$ cat src/rtl/irqc_pkg.sv
`timescale 1ns/1ps
// Shared register addresses and control-register layout for the
// nested priority interrupt controller. No assumptions beyond a 4-bit
// register address.
package irqc_pkg;

    typedef enum logic [3:0] {
        REG_ACK   = 4'd0,
        REG_PEEK  = 4'd1,
        REG_EOI   = 4'd2,
        REG_MASK  = 4'd3,
        REG_CTRL  = 4'd4,
        REG_PRIO  = 4'd5,
        REG_PEND  = 4'd6,
        REG_INSRV = 4'd7,
        REG_ID    = 4'd8
    } irqc_reg_e;

    typedef struct packed {
        logic dbg_en;   // bit 2: debug pin may force the global mask
        logic wack_en;  // bit 1: writes to the acknowledge register acknowledge
        logic gmask;    // bit 0: global mask of the CPU line
    } irqc_ctrl_t;

endpackage

$ cat src/rtl/irqc_sync2.sv
`timescale 1ns/1ps
// Multi-flop synchronizer for a single asynchronous level.
// Assumes the input is a slow level, not a pulse that is shorter than a clock.
module irqc_sync2 #(
    parameter int STAGES = 2
) (
    input  logic clk,
    input  logic rst_n,
    input  logic d_in,
    output logic q_out
);
    logic [STAGES-1:0] chain_q;

    // Shift the level through the flop chain.
    always_ff @(posedge clk) begin
        if (!rst_n) chain_q <= '0;
        else        chain_q <= {chain_q[STAGES-2:0], d_in};
    end

    assign q_out = chain_q[STAGES-1];
endmodule

$ cat src/rtl/irqc_prio_pick.sv
`timescale 1ns/1ps
// Combinational search for the strongest valid entry. A larger priority
// value wins. On equal priority the lower index wins, because a later
// entry must be strictly greater to replace the current best.
module irqc_prio_pick #(
    parameter int N  = 8,
    parameter int PW = 3,
    parameter int IW = 3
) (
    input  logic [N-1:0]    valid,
    input  logic [N*PW-1:0] prio_flat,
    output logic            found,
    output logic [IW-1:0]   idx,
    output logic [PW-1:0]   prio
);
    // Linear scan from index 0 upward, keeping the best so far.
    always_comb begin
        found = 1'b0;
        idx   = '0;
        prio  = '0;
        for (int i = 0; i < N; i++) begin
            if (valid[i] && (!found || prio_flat[i*PW +: PW] > prio)) begin
                found = 1'b1;
                idx   = IW'(i);
                prio  = prio_flat[i*PW +: PW];
            end
        end
    end
endmodule

$ cat src/rtl/prio_irq_ctrl.sv
`timescale 1ns/1ps
// Nested priority interrupt controller, top level.
// Latches level requests, arbitrates them by programmable priority and
// tracks nested servicing in an in-service register. It drives one CPU
// interrupt line and exposes a small register window.
// Assumes: irq_in is synchronous to clk; only one of bus_rd/bus_wr is
// high in a cycle; bus_rdata is valid during the cycle of the strobe.
module prio_irq_ctrl
    import irqc_pkg::*;
#(
    parameter int          N_SRC    = 8,
    parameter int          PRIO_W   = 3,
    parameter int          DATA_W   = 32,
    parameter logic [31:0] ID_VALUE = 32'h0001_0400
) (
    input  logic              clk,
    input  logic              rst_n,
    input  logic [N_SRC-1:0]  irq_in,
    input  logic              dbg_ack_in,
    input  logic              bus_rd,
    input  logic              bus_wr,
    input  logic [3:0]        bus_addr,
    input  logic [DATA_W-1:0] bus_wdata,
    output logic [DATA_W-1:0] bus_rdata,
    output logic              irq_out
);
    localparam int IDX_W     = (N_SRC > 1) ? $clog2(N_SRC) : 1;
    localparam int VEC_W     = $clog2(N_SRC + 1);
    localparam int PRIO_BITS = N_SRC * PRIO_W;
    localparam int CTRL_W    = $bits(irqc_ctrl_t);

    logic [N_SRC-1:0]     req_q, insrv_q, mask_q;
    logic [PRIO_BITS-1:0] prio_q;
    irqc_ctrl_t           ctrl_q;

    logic                 pend_found, isr_found, pend_ok;
    logic [IDX_W-1:0]     pend_idx, isr_idx;
    logic [PRIO_W-1:0]    pend_prio, isr_prio;
    logic                 dbg_sync, gmask_eff;
    logic                 ack_req, do_ack, do_eoi;
    logic [N_SRC-1:0]     ack_onehot, eoi_onehot;
    logic [VEC_W-1:0]     vector;

    wire unused_wdata_bits = ^bus_wdata[DATA_W-1:PRIO_BITS];

    // Strongest unmasked pending request.
    irqc_prio_pick #(.N(N_SRC), .PW(PRIO_W), .IW(IDX_W)) u_pick_pend (
        .valid     (req_q & ~mask_q),
        .prio_flat (prio_q),
        .found     (pend_found),
        .idx       (pend_idx),
        .prio      (pend_prio)
    );

    // Strongest source currently in service.
    irqc_prio_pick #(.N(N_SRC), .PW(PRIO_W), .IW(IDX_W)) u_pick_isr (
        .valid     (insrv_q),
        .prio_flat (prio_q),
        .found     (isr_found),
        .idx       (isr_idx),
        .prio      (isr_prio)
    );

    // Debug-acknowledge pin crosses into the clock domain.
    irqc_sync2 #(.STAGES(2)) u_dbg_sync (
        .clk   (clk),
        .rst_n (rst_n),
        .d_in  (dbg_ack_in),
        .q_out (dbg_sync)
    );

    // Eligibility: pending winner must strictly outrank the active handler.
    always_comb begin
        pend_ok = pend_found && (!isr_found || (pend_prio > isr_prio));
        vector  = pend_ok ? VEC_W'(pend_idx) + VEC_W'(1) : '0;
    end

    // Command decode for acknowledge and end-of-interrupt.
    always_comb begin
        ack_req    = (bus_rd && bus_addr == REG_ACK)
                  || (bus_wr && bus_addr == REG_ACK && ctrl_q.wack_en);
        do_ack     = ack_req && pend_ok;
        do_eoi     = bus_wr && bus_addr == REG_EOI && isr_found;
        ack_onehot = do_ack ? (N_SRC'(1) << pend_idx) : '0;
        eoi_onehot = do_eoi ? (N_SRC'(1) << isr_idx)  : '0;
    end

    // Request latch: inputs set bits, acknowledge clears the winner.
    always_ff @(posedge clk) begin
        if (!rst_n) req_q <= '0;
        else        req_q <= (req_q | irq_in) & ~ack_onehot;
    end

    // In-service register: acknowledge sets, end-of-interrupt clears.
    always_ff @(posedge clk) begin
        if (!rst_n) insrv_q <= '0;
        else        insrv_q <= (insrv_q | ack_onehot) & ~eoi_onehot;
    end

    // Mask and control registers written from the bus.
    always_ff @(posedge clk) begin
        if (!rst_n) begin
            mask_q <= '0;
            ctrl_q <= '0;
        end else if (bus_wr) begin
            if (bus_addr == REG_MASK) mask_q <= bus_wdata[N_SRC-1:0];
            if (bus_addr == REG_CTRL) ctrl_q <= irqc_ctrl_t'(bus_wdata[CTRL_W-1:0]);
        end
    end

    // Priority register, frozen while any source is in service.
    always_ff @(posedge clk) begin
        if (!rst_n)
            prio_q <= '0;
        else if (bus_wr && bus_addr == REG_PRIO && insrv_q == '0)
            prio_q <= bus_wdata[PRIO_BITS-1:0];
    end

    // CPU line: eligible request not held back by the effective global mask.
    always_comb begin
        gmask_eff = ctrl_q.gmask | (ctrl_q.dbg_en & dbg_sync);
        irq_out   = pend_ok & ~gmask_eff;
    end

    // Read multiplexer.
    always_comb begin
        case (bus_addr)
            REG_ACK, REG_PEEK: bus_rdata = DATA_W'(vector);
            REG_MASK:          bus_rdata = DATA_W'(mask_q);
            REG_CTRL:          bus_rdata = DATA_W'(ctrl_q);
            REG_PRIO:          bus_rdata = DATA_W'(prio_q);
            REG_PEND:          bus_rdata = DATA_W'(req_q);
            REG_INSRV:         bus_rdata = DATA_W'(insrv_q);
            REG_ID:            bus_rdata = DATA_W'(ID_VALUE);
            default:           bus_rdata = '0;
        endcase
    end
endmodule

$ cat config.mk
export PLATFORM = sky130hd
export DESIGN_NAME = prio_irq_ctrl
export DESIGN_NICKNAME = d
export VERILOG_FILES = /design/src/rtl/irqc_pkg.sv /design/src/rtl/irqc_sync2.sv /design/src/rtl/irqc_prio_pick.sv /design/src/rtl/prio_irq_ctrl.sv
export SDC_FILE = /design/constraint.sdc
export NUM_CORES = 1
export LEC_CHECK = 0
export CAP_MARGIN = 5
export CORE_MARGIN = 2
export CORE_UTILIZATION = 49
export CTS_CLUSTER_SIZE = 12
export DETAILED_ROUTE_END_ITERATION = 6
export GPL_TIMING_DRIVEN = 1
export HOLD_SLACK_MARGIN = 0.15
export PLACE_DENSITY = 0.87
export SYNTH_ARGS = -nofsm -noshare
export SYNTH_HDL_FRONTEND = slang
export SYNTH_SLANG_ARGS = --single-unit
export TNS_END_PERCENT = 20
$ cat constraint.sdc
create_clock -name clk -period 13.4 [get_ports clk]
set_input_delay 2.68 -clock clk [delete_from_list [all_inputs] [get_ports clk]]
set_output_delay 2.68 -clock clk [all_outputs]
set_load 0.01 [all_outputs]
## After elaboration in Yosys (flattened, before gate mapping)

Cells that the tools add are included.
Widths: inputs -> output; s select.

| storage, ports and cells | value |
|---|---|
| register bits | 53 |
| latch bits | 0 |
| RAM bits | 0 |
| memory bits (read-only) | 0 |
| output and inout port bits | 33 |
| logic and storage cells | 155 |
| memories | 0 |

| operators by class | value |
|---|---|
| add/subtract/negate cells | 1 |
| $mul | 0 |
| divide/modulo/power cells | 0 |
| $lt $le $gt $ge | 15 |
| equality and inequality tests | 8 |
| shift-type cells | 2 |
| multiplexer cells | 50 |
| bitwise gates (word level) | 12 |
| reductions and logical operators | 59 |

Operators with widths:

| cell | number |
|---|---|
| $pmux 24 s7 | 1 |
| $mux 3 | 24 |
| $gt 3x3->1 | 15 |
| $and 8x8->8 | 3 |
| $not 8->8 | 3 |
| $logic_and 1x1->1 | 23 |
| $mux 1 | 18 |
| $eq 4x3->1 const B | 4 |
| $logic_or 1x1->1 | 16 |
| $mux 8 | 2 |
| $or 8x8->8 | 2 |
| $shl 1x3->8 const A | 2 |
| $logic_not 1->1 | 15 |
| $eq 4x2->1 const B | 2 |
| $logic_not 8->1 | 1 |
| $mux 2 | 4 |
| $add 3x1->4 const B | 1 |
| $eq 4x1->1 const B | 1 |
| $eq 4x4->1 const B | 1 |
| $logic_not 4->1 | 1 |
| $mux 4 | 1 |
| $reduce_and 2->1 | 2 |
| $and 1x1->1 | 2 |
| $reduce_or 2->1 | 1 |
| 2 further kinds | 2 |

## Depth between registers and ports, before layout

| logic depth | value |
|---|---|
| depth after elaboration | 38 |
| gate-level depth with buffers | 59 |
| gate-level depth less buffers | 56 |

## Hierarchy

Synthesis repeated with hierarchy kept, for this count alone.

| unflattened totals | value |
|---|---|
| cell total of the unflattened synthesis | 641 |
| area, all modules | 5117.4 um^2 |

By module, submodules not included:

| module | times used | cells each | area each (um^2) | sequential area each (um^2) |
|---|---|---|---|---|
| prio_irq_ctrl | 1 | 329 | 2795.2 | 1021.0 |
| irqc_prio_pick at u_pick_isr | 1 | 154 | 1168.6 | 0.0 |
| irqc_prio_pick at u_pick_pend | 1 | 154 | 1101.1 | 0.0 |
| irqc_sync2 | 1 | 4 | 52.6 | 40.0 |

## Least setup slack after synthesis

No wires, ideal clock.

| path | value |
|---|---|
| kind | reg2out |
| start | register insrv_q[0] |
| end | output port bus_rdata[2] |
| arrival | 10099 ps |
| data required time | 10720 ps |
| path slack | 621 ps |
| stages on the path, launching flop included | 50 |
| path buffers | 1 |
| path through | dfxtp_1 -> buf_6 -> and2_2 -> ha_1 -> and3_1 -> a211o_1 -> o21ai_1 -> a21oi_1 -> ha_1 -> a211oi_1 -> o22ai_1 -> a221o_1 -> and2_1 -> ha_1 -> nand3_1 -> o21ai_0 -> a31oi_4 -> mux2i_1 -> (+14 left out) -> a21oi_1 -> o21ai_0 -> a21oi_1 -> nand2b_1 -> mux2_2 -> ha_1 -> nand3_1 -> o211ai_1 -> nor2_1 -> o21ba_2 -> a221o_1 -> ha_1 -> nor2b_1 -> o21ai_0 -> a32oi_1 -> o22ai_2 -> or4_1 -> o21ai_0 |

| between the ends | value |
|---|---|
| longest elaborated chain between the ends | 34 |
| elaborated cells between the ends (all ways) | 50 |
| those cells by class | 8 x order compare; 18 x mux; 24 x reduce/logical |

Ends and longest elaborated chain:

| item | line | RTL |
|---|---|---|
| from (decl) | prio_irq_ctrl.sv:32 | `logic [N_SRC-1:0] req_q, insrv_q, mask_q;` |
| from (signal assigned) | prio_irq_ctrl.sv:97 | `else insrv_q <= (insrv_q \| ack_onehot) & ~eoi_onehot;` |
| $mux 3 or $mux 1 (tied branches) | irqc_prio_pick.sv:22 | `if (valid[i] && (!found \|\| prio_flat[i*PW +: PW] > prio)) begin` |
| $gt 3x3->1 or $logic_not 1->1 (tied branches) | irqc_prio_pick.sv:22 |  |
| $logic_or 1x1->1 | irqc_prio_pick.sv:22 |  |
| $logic_and 1x1->1 | irqc_prio_pick.sv:22 |  |
| $mux 3 or $mux 1 (tied branches) | irqc_prio_pick.sv:22 |  |
| $gt 3x3->1 or $logic_not 1->1 (tied branches) | irqc_prio_pick.sv:22 |  |
| $logic_or 1x1->1 | irqc_prio_pick.sv:22 |  |
| $logic_and 1x1->1 | irqc_prio_pick.sv:22 |  |
| (+18 left out) | - |  |
| $logic_or 1x1->1 | irqc_prio_pick.sv:22 |  |
| $logic_and 1x1->1 | irqc_prio_pick.sv:22 |  |
| $mux 3 or $mux 1 (tied branches) | irqc_prio_pick.sv:22 |  |
| $gt 3x3->1 or $logic_not 1->1 (tied branches) | prio_irq_ctrl.sv:74 | `pend_ok = pend_found && (!isr_found \|\| (pend_prio > isr_prio));` |
| $logic_or 1x1->1 (*) | prio_irq_ctrl.sv:74 |  |
| $logic_and 1x1->1 (*) | prio_irq_ctrl.sv:74 |  |
| $mux 4 (*) | prio_irq_ctrl.sv:75 | `vector = pend_ok ? VEC_W'(pend_idx) + VEC_W'(1) : '0;` |
| $pmux 24 s7 (*) | prio_irq_ctrl.sv:127 | `case (bus_addr)` |
| to (decl) | prio_irq_ctrl.sv:24 | `output logic [DATA_W-1:0] bus_rdata,` |

Every way passes the cells marked *; elsewhere a longest branch is shown, timed or not.

## Final worst setup path

| path | value |
|---|---|
| start | register prio_q[2] |
| end | output port bus_rdata[0] |

| between the ends | value |
|---|---|
| longest elaborated chain between the ends | 34 |
| elaborated cells between the ends (all ways) | 98 |
| those cells by class | 1 x add/sub; 15 x order compare; 39 x mux; 43 x reduce/logical |

Ends and longest elaborated chain:

| item | line | RTL |
|---|---|---|
| from (decl) | prio_irq_ctrl.sv:33 | `logic [PRIO_BITS-1:0] prio_q;` |
| from (signal assigned) | prio_irq_ctrl.sv:116 | `prio_q <= bus_wdata[PRIO_BITS-1:0];` |
| $mux 3 | irqc_prio_pick.sv:22 |  |
| $gt 3x3->1 | irqc_prio_pick.sv:22 |  |
| $logic_or 1x1->1 | irqc_prio_pick.sv:22 |  |
| $logic_and 1x1->1 | irqc_prio_pick.sv:22 |  |
| $mux 3 or $mux 1 (tied branches) | irqc_prio_pick.sv:22 |  |
| $gt 3x3->1 or $logic_not 1->1 (tied branches) | irqc_prio_pick.sv:22 |  |
| $logic_or 1x1->1 | irqc_prio_pick.sv:22 |  |
| $logic_and 1x1->1 | irqc_prio_pick.sv:22 |  |
| (+18 left out) | - |  |
| $logic_or 1x1->1 | irqc_prio_pick.sv:22 |  |
| $logic_and 1x1->1 | irqc_prio_pick.sv:22 |  |
| $mux 3 or $mux 1 (tied branches) | irqc_prio_pick.sv:22 |  |
| $gt 3x3->1 or $logic_not 1->1 (tied branches) | prio_irq_ctrl.sv:74 |  |
| $logic_or 1x1->1 | prio_irq_ctrl.sv:74 |  |
| $logic_and 1x1->1 | prio_irq_ctrl.sv:74 |  |
| $mux 4 (*) | prio_irq_ctrl.sv:75 |  |
| $pmux 24 s7 (*) | prio_irq_ctrl.sv:127 |  |

Marks and branches as above.

==> summary.txt <==
Critical path
  – Worst Path Max Fanout: 7
  – Startpoint Class: flop
  – Crit Path Class: flop to output pin
  – Crit. Startpoint: prio_q[2]
  – Crit path DAT: 10.82 ns
  – WP buf/inv: 8
  – Reg2reg path depth: 53
  – Reg2Reg Launch Point: prio_q[2]
  – Critical Path Sink: bus_rdata[0]
  – Most common cell on crit path: ha_1
  – Crit path max-delay family: compound AO/OA/AOI/OAI gates
  – Critical path's largest stage delay: 0.58 ns
  – CP max stage cell: or4_4
  – Req. time, crit path: 10.72 ns
  – CP Depth: 53
  – RR Endpoint: insrv_q[3]
  – Register-to-register setup slack: 2.75 ns
  – Worst setup EP type: output pin

Drt
  – Routed vias: 5484
  – Drc violations: 1
  – ANT nets after route: 0
  – WL/cell: 20.99 um
  – Vias per inst: 6.414
  – Initial DRT Pass Iterations: 7
  – Starting DRT DRC Count: 395
  – Routed WL: 17950 um

Finish
  – # nets final: 843
  – Post-route insts no fill: 855
  – Area grow syn2layout: 49.15%
  – Final core occ: 0.7486
  – Share of layout cells above drive strength 1: 0.3401
  – Fin area: 6884 sq um
  – Antenna Cells: 0

Die
  – Initial Utilization: 0.5019
  – Die Ht: 101.1 um
  – Boundary Pins: 82
  – Rows: 35
  – Die ar.: 10210 sq um
  – Core Box Area: 9196 sq um
  – Die Span X: 101.1 um

Power and ir drop
  – Total Power: 0.4986 mW
  – Worst VDD drop: 51.43 uV
  – Pleak: 2.786 nW
  – PwrDens: 72.43 nW/um^2

Timing
  – Setup violators final: 2
  – RSZ-0062 raised after global routing: true
  – WHS: 0.4401 ns
  – Relative slew slack: 0.3117
  – Clk_skew: 0.01359 ns
  – Worst Tran Pin Value: 1.032 ns
  – FMAX: 74.08 MHz
  – Post-route setup slack: -0.09859 ns
  – Max Slew Vio Count: 0
  – Final hold vios: 0
  – Final min period: 13.50 ns
  – Final period util: 1.007
  – Final setup TNS: -0.1342 ns

Clocking
  – Clk_lat worst skew: 0.33 ns
  – H-tree levels: 2
  – Clk Tree Root Cell: clkbuf_8
  – CTS tree: built
  – Clock sinks: 53
  – Clock transition at path regs: 0.12 ns
  – CTS buffer count: 5
  – CTS Buffer Depth: 2

Global routing
  – All-Layer GR Usage: 0.3052
  – Number of antenna violations at the first check in global routing: 0
  – Vias in the first global route: 4950
  – First-pass GRT wire length: 24720 um
  – Largest net degree at the start of global routing: 32
  – Grt ovf: 0

Synthesis
  – Sequential area share after synthesis: 0.2299
  – Post-synth EDFFs: 0
  – Synthesized area per cell: 7.810 sq um
  – Yosys warns: 0
  – Synth Cell Area: 4616 sq um
  – Mapped Cells: 591
  – Async S/R FF share, synth: 0
  – Yosys reg bits: 53
  – Synth Flop Type: dfxtp_1
  – Yosys cell types: 74

Place
  – Setup Slack @ Placement: -0.3945 ns
  – Placed insts: 818
  – Cell Area, Placed: 5817 sq um
  – DP HPWL: 11810 um
  – Port Buffers: 65
  – GP Congestion: 0.9601

Outcome
  – Outcome: complete, but fails checks
  – Failing checks: design-rule violations, negative setup slack

Job
  – Number of max-cap violations: 0

Hold path
  – Min-delay worst type: flop to flop
## placed cells by master (no fill, tap or decap), types with 4 or more instances in the layout
| cell type | synthesis | routed |
|---|---|---|
| nor2_1 | 28 | 22 |
| buf_4 | 8 | 97 |
| a32oi_2 | 0 | 4 |
| and3_1 | 9 | 6 |
| mux2i_1 | 12 | 12 |
| mux2_4 | 1 | 5 |
| nand3_1 | 28 | 24 |
| ha_4 | 0 | 16 |
| clkbuf_8 | 1 | 5 |
| ha_1 | 51 | 33 |
| inv_1 | 29 | 25 |
| nand3_2 | 0 | 4 |
| and3_4 | 1 | 4 |
| nand2_2 | 0 | 6 |
| nor2_2 | 1 | 5 |
| a22oi_2 | 0 | 4 |
| nor2b_1 | 13 | 7 |
| conb_1 | 1 | 8 |
| buf_6 | 3 | 9 |
| inv_2 | 1 | 4 |
| a31oi_1 | 8 | 8 |
| dfxtp_1 | 53 | 47 |
| o21ai_2 | 2 | 9 |
| o211ai_1 | 5 | 5 |
| dfxtp_2 | 0 | 4 |
| o21a_1 | 8 | 6 |
| nor2b_4 | 1 | 6 |
| and2_1 | 19 | 17 |
| nand2_1 | 85 | 79 |
| a221o_1 | 6 | 6 |
| a21oi_2 | 0 | 12 |
| clkdlybuf4s50_1 | 0 | 60 |
| a21oi_1 | 65 | 51 |
| a221oi_4 | 0 | 5 |
| o21ai_0 | 25 | 15 |
| a22oi_1 | 8 | 4 |
| nand3b_1 | 5 | 5 |
| nor3_1 | 9 | 7 |
## what timing repair did
item                                    CTS  global route
endpoints found under the setup margin    5             5
buffers inserted                          1            28
pin swaps                                 7            71
hold buffers                              0             0
gates resized for setup                  31           145
## registers in the layout (all words and copies together), names as in the netlist
signal              count
ctrl_q                  3
insrv_q                 8
mask_q                  8
prio_q                 24
req_q                   8
u_dbg_sync.chain_q      2
## cell usage after synthesis (6+ instances only)
| cell type | number | area share |
|---|---|---|
| ha_1 | 51 | 0.14 |
| o21a_1 | 8 | 0.013 |
| nor3_1 | 9 | 0.0098 |
| a221o_1 | 6 | 0.013 |
| a31oi_1 | 8 | 0.011 |
| o21ai_0 | 25 | 0.027 |
| buf_4 | 8 | 0.013 |
| inv_1 | 29 | 0.024 |
| mux2i_1 | 12 | 0.026 |
| nor2_1 | 28 | 0.023 |
| nor2b_1 | 13 | 0.018 |
| clkbuf_1 | 16 | 0.013 |
| a21oi_1 | 65 | 0.070 |
| mux2_2 | 7 | 0.017 |
| nand3_1 | 28 | 0.030 |
| nand2_1 | 85 | 0.069 |
| dfxtp_1 | 53 | 0.23 |
| a22oi_1 | 8 | 0.013 |
| and3_1 | 9 | 0.012 |
| and2_1 | 19 | 0.026 |
| a32oi_1 | 6 | 0.011 |
## how the worst min path moves through the flow
stage | end | start | cells after the start
4_1_cts | u_dbg_sync.chain_q[1] | u_dbg_sync.chain_q[0] | 1
6_report | u_dbg_sync.chain_q[1] | u_dbg_sync.chain_q[0] | 1
3_3_place_gp | u_dbg_sync.chain_q[1] | u_dbg_sync.chain_q[0] | 1
3_5_place_dp | u_dbg_sync.chain_q[1] | u_dbg_sync.chain_q[0] | 1
2_1_floorplan | u_dbg_sync.chain_q[1] | u_dbg_sync.chain_q[0] | 1
5_1_grt | u_dbg_sync.chain_q[1] | u_dbg_sync.chain_q[0] | 1
## layer usage
metal / vias up / wire length [um] / GRT usage
li1: 2456 / - / -
met1: 2581 / 6857 / 0.3976
met2: 354 / 8569 / 0.5104
met3: 93 / 1632 / 0.04854
met4: 0 / 887 / 0.1060
met5: - / 0 / 0
## cell families (layout without fill, tap and decap cells)
group / Yosys count / in the layout / synth area share
compound gates: 181 / 181 / 0.2681
fa+ha+maj: 51 / 51 / 0.1382
buf+inv: 63 / 209 / 0.06614
flops: 53 / 53 / 0.2299
mux: 21 / 21 / 0.05123
other cells: 1 / 8 / 0.0008124
simple gates: 221 / 221 / 0.2456
## report_power, final
group	internal, mW	switching, mW
logic	0.110	0.116
registers	0.161	0.00557
clock network	0.0394	0.0662
## layout make-up
| class | instances | area (sq um) |
|---|---|---|
| Tap cell | 111 | 138.9 |
| Multi-Input combinational cell | 482 | 4000 |
| Fill cell | 644 | 2312 |
| Inverter | 30 | 115.1 |
| Timing Repair Buffer | 171 | 1459 |
| Clock buffer | 5 | 68.82 |
| Sequential cell | 53 | 1074 |
| Clock inverter | 3 | 28.78 |
Power figures use the tool's default switching activity.
